`config.mk`:
```
export PLATFORM = sky130hd
export DESIGN_NAME = strobe_decoder
export DESIGN_NICKNAME = d
export VERILOG_FILES = /design/src/rtl/strobe_dec_pkg.sv /design/src/rtl/sdec_fall_detect.sv /design/src/rtl/sdec_window.sv /design/src/rtl/sdec_onehot.sv /design/src/rtl/strobe_decoder.sv
export SDC_FILE = /design/constraint.sdc
export NUM_CORES = 1
export LEC_CHECK = 0
export BUFFER_PORTS_ARGS = -buffer_cell sky130_fd_sc_hd__buf_4
export CAP_MARGIN = 20
export CORE_AREA = 2 2 39 41
export CTS_CLUSTER_DIAMETER = 150
export DETAILED_ROUTE_END_ITERATION = 7
export DIE_AREA = 0 0 41 43
export SLEW_MARGIN = 20
export SYNTH_ARGS = -nofsm -noshare
export SYNTH_HDL_FRONTEND = slang
export SYNTH_SLANG_ARGS = --single-unit
```
`constraint.sdc`:
```
create_clock -name clk -period 1.9 [get_ports clk]
set_input_delay 0.38 -clock clk [delete_from_list [all_inputs] [get_ports clk]]
set_output_delay 0.38 -clock clk [all_outputs]
set_load 0.01 [all_outputs]
```
`src/rtl/strobe_dec_pkg.sv`:
```
package strobe_dec_pkg;

    localparam int DEF_SEL_W       = 3;
    localparam int DEF_SYNC_STAGES = 2;

    // Falling edges seen on the two timing pulses in one clock cycle.
    typedef struct packed {
        logic open_fall;
        logic close_fall;
    } pulse_edges_t;

    // Command applied to the window state register.
    typedef enum logic [1:0] {
        WIN_HOLD  = 2'd0,
        WIN_OPEN  = 2'd1,
        WIN_CLOSE = 2'd2
    } win_cmd_e;

    // A close event overrides an open event in the same cycle.
    function automatic win_cmd_e resolve_cmd(input pulse_edges_t e);
        if (e.close_fall) begin
            return WIN_CLOSE;
        end
        if (e.open_fall) begin
            return WIN_OPEN;
        end
        return WIN_HOLD;
    endfunction

endpackage

```
`src/rtl/sdec_fall_detect.sv`:
```
module sdec_fall_detect #(
    parameter int STAGES = 2
) (
    input  logic clk,
    input  logic rst,
    input  logic pulse_in,
    output logic fall_o
);
    // Elements 0..STAGES-1 synchronise the pulse; element STAGES holds
    // the previous synchronised sample.
    logic [STAGES:0] chain_q;

    always_ff @(posedge clk) begin
        if (rst) begin
            chain_q[0] <= 1'b0;
        end else begin
            chain_q[0] <= pulse_in;
        end
    end

    for (genvar i = 1; i <= STAGES; i++) begin : g_stage
        always_ff @(posedge clk) begin
            if (rst) begin
                chain_q[i] <= 1'b0;
            end else begin
                chain_q[i] <= chain_q[i-1];
            end
        end
    end

    assign fall_o = chain_q[STAGES] & ~chain_q[STAGES-1];

endmodule

```
`src/rtl/sdec_window.sv`:
```
module sdec_window
    import strobe_dec_pkg::*;
(
    input  logic         clk,
    input  logic         rst,
    input  pulse_edges_t edges,
    output logic         win_o
);
    win_cmd_e cmd;

    assign cmd = resolve_cmd(edges);

    always_ff @(posedge clk) begin
        if (rst) begin
            win_o <= 1'b0;
        end else begin
            case (cmd)
                WIN_OPEN:  win_o <= 1'b1;
                WIN_CLOSE: win_o <= 1'b0;
                default:   win_o <= win_o;
            endcase
        end
    end

endmodule

```
`src/rtl/sdec_onehot.sv`:
```
module sdec_onehot #(
    parameter int SEL_W   = 3,
    localparam int NUM_OUT = 1 << SEL_W
) (
    input  logic [SEL_W-1:0]   sel,
    input  logic               gate,
    output logic [NUM_OUT-1:0] strobe
);
    for (genvar k = 0; k < NUM_OUT; k++) begin : g_out
        localparam logic [SEL_W-1:0] IDX = SEL_W'(k);
        assign strobe[k] = gate && (sel == IDX);
    end

endmodule

```
`src/rtl/strobe_decoder.sv`:
```
module strobe_decoder
    import strobe_dec_pkg::*;
#(
    parameter int SEL_W       = DEF_SEL_W,
    parameter int SYNC_STAGES = DEF_SYNC_STAGES,
    localparam int NUM_OUT    = 1 << SEL_W
) (
    input  logic               clk,
    input  logic               rst,
    input  logic               open_pulse,
    input  logic               close_pulse,
    input  logic               chip_en,
    input  logic [SEL_W-1:0]   sel_in,
    output logic [NUM_OUT-1:0] strobe_o
);
    logic             open_fall;
    logic             close_fall;
    logic             win_q;
    logic             ce_q;
    logic [SEL_W-1:0] sel_q;
    pulse_edges_t     edges;

    sdec_fall_detect #(.STAGES(SYNC_STAGES)) u_open_det (
        .clk      (clk),
        .rst      (rst),
        .pulse_in (open_pulse),
        .fall_o   (open_fall)
    );

    sdec_fall_detect #(.STAGES(SYNC_STAGES)) u_close_det (
        .clk      (clk),
        .rst      (rst),
        .pulse_in (close_pulse),
        .fall_o   (close_fall)
    );

    assign edges = '{open_fall: open_fall, close_fall: close_fall};

    sdec_window u_window (
        .clk   (clk),
        .rst   (rst),
        .edges (edges),
        .win_o (win_q)
    );

    // Select and chip enable are sampled once; the decode is driven from
    // a single register so that at most one strobe can be high.
    always_ff @(posedge clk) begin
        if (rst) begin
            ce_q  <= 1'b0;
            sel_q <= '0;
        end else begin
            ce_q  <= chip_en;
            sel_q <= sel_in;
        end
    end

    sdec_onehot #(.SEL_W(SEL_W)) u_decode (
        .sel    (sel_q),
        .gate   (win_q && ce_q),
        .strobe (strobe_o)
    );

endmodule

```
==> qor.txt <==
PwrDens = 802 nW/µm²
clock skew = 0.00120 ns
Layout area overhead = 41.5%
setup_tns = 0 ns
initial core utilization = 27.0%
CP max stage delay = 0.37 ns
Slowest-stage cell, CP = or3b_1
most frequent cells in the layout = buf_4 (15), dfxtp_1 (11), nor2b_1 (9), nor2_1 (7), clkbuf_4 (3)
largest net degree at the start of global routing = 12
critical path class = reg -> out
Final period util = 84.4%
Worst-path clk slew = 0.07 ns
Final setup viols = 0
Port Buffer Count = 15
clock power share = 36.0%
sw power = 85.5 µW
clock latency on the worst-skew pair = 0.26 ns
Max VDD drop = 349 µV
worst min-delay path class = in -> reg
CTS Buffer Depth = 2
share of layout cells above drive strength 1 = 31.0%
Slew @ Worst Pin = 0.209 ns
DIE HEIGHT = 43 µm
sequential power share = 58.0%
Residual DRC = 0
Global Route Usage Sum = 8.78%
leakage power = 0.000219 µW
Core Footprint = 1380 µm²
overall routed net length = 629 µm
startpoint types = flop
hold buffers post-CTS = 0
outcome = finished, final reports clean
Period minus WS final = 1.60 ns
GP Congestion = 0.641
RSZ-0062 raised after global routing = no
htree depth = 1
Crit path required time = 1.52 ns
row count = 14
syn nets = 48
Internal Power = 339 µW
Crit Path Max Fanout = 4
Final Hold Violating Endpoints = 0
YS warnings = 0
Seq/Total Area, Yosys = 58.9%
WHS = 0.326 ns
commonest non-fill, non-tap cell in the layout = buf_4
drt initial violations = 2
sw frac = 20.2%
library cells used by synthesis = 12
drt pass-1 iters = 4
clk sinks = 11
vias in the first global route = 304
post-cts resize count = 0
Post-CTS Setup Inserts = 0
Critical Path, Cell by Cell = or3b_1, nor2_1, buf_4
ANT nets after route = 0
CP endpoint kind = output pin
full die area = 1760 µm²
Post-DP HPWL = 481 µm
diodes inserted = 0
Max-cap violations = 0
gr ovfl total = 0
crit path DAT = 1.22 ns
CTS tree = yes
first-pass GRT wire length = 1010 µm
DR vias/cell = 4.27
I/O Pins = 16
Slew Viols, Final = 0
Slew headroom = 86.1%
Yosys reg bits = 11
Combinational Power Share = 6.1%
Die W = 41 µm
CTS root buf = clkbuf_4
Mapped Avg Cell Area = 9.35 µm²
CTS buffer count = 3
Synth Instances = 40
Post-layout nets = 67
average wire per standard cell = 8.50 µm
initial antenna violation count = 0
Max Freq = 624 MHz
routed via count = 316
cell area after synthesis = 374 µm²
synth_stat cells:
| master | n | area [µm²] |
|---|---|---|
| inv_1 | 2 | 7.51 |
| or3b_1 | 1 | 8.76 |
| nor3_1 | 2 | 10.0 |
| nand2_1 | 2 | 7.51 |
| nand2b_1 | 2 | 12.5 |
| clkbuf_1 | 1 | 3.75 |
| nor2_1 | 7 | 26.3 |
| nand3_1 | 1 | 5.00 |
| dfxtp_1 | 11 | 220 |
| a221oi_1 | 1 | 8.76 |
| nor2b_1 | 9 | 56.3 |
| nand3b_1 | 1 | 7.51 |
registers in the layout, indices dropped and copies added, names as in the netlist:
name and count:
u_window.win_o 1, u_open_det.chain_q 3, u_close_det.chain_q 3, ce_q 1, sel_q 3
power groups by stage:
stage               sequential, µW  clock [µW]  combinational, µW
floorplan                      250           0               13.6
global placement               251           0               25.8
detailed placement             251           0               26.4
CTS                            246         160               26.5
global route                   247         169               29.2
finish                         246         153               25.7
path summary, 6_finish.rpt:
check	to	startpoint	slack [ns]	cells past startpoint
worst max register to register	u_window.win_o	u_open_det.chain_q[1]	1.15	2
worst min register to register	u_window.win_o	u_close_det.chain_q[2]	0.43	1
worst max-delay path	strobe_o[2]	ce_q	0.30	3
worst min-delay path	sel_q[1]	sel_in[1]	0.33	2
layout make-up:
class | count | area, µm²
Timing Repair Buffer | 15 | 113
Multi-Input combinational cell | 26 | 143
Fill cell | 157 | 855
Inverter | 2 | 7.51
Tap cell | 16 | 20.0
Sequential cell | 11 | 220
Clock buffer | 4 | 26.3
stage by stage:
stage               utilization (%)  instances  setup WS (ns)  total power (µW)  instance area, µm²
floorplan                         -         40          0.638               264                 374
finish                         38.2         74          0.297               424                 529
global placement               36.3         70          0.591               277                 503
CTS                            38.2         74          0.286               433                 529
detailed placement             36.3         70          0.582               278                 503
global route                   38.2         74          0.214               445                 529
worst max-delay path, delay by kind of cell (launching register included):
family,cells,cell delay (ns)
DFF,1,0.36
and+or+nand+nor,2,0.48
buffers and inverters,1,0.12
cell families (layout without fill, tap and decap cells):
kind of cell	count (synthesis)	after routing	synth area share, %
compound gates	1	1	2.34
simple gates	25	25	35.8
flops	11	11	58.9
buf+inv	3	21	3.01
routing by layer:
metal  track usage [%]  vias up  wire length, µm
met5                 0        -                0
met4              10.0        0                8
met3              2.09        2               66
met2              14.7       12              306
met1              6.86      139              247
li1                  -      163                -
Note: power is estimated with default switching activity, not from simulation.
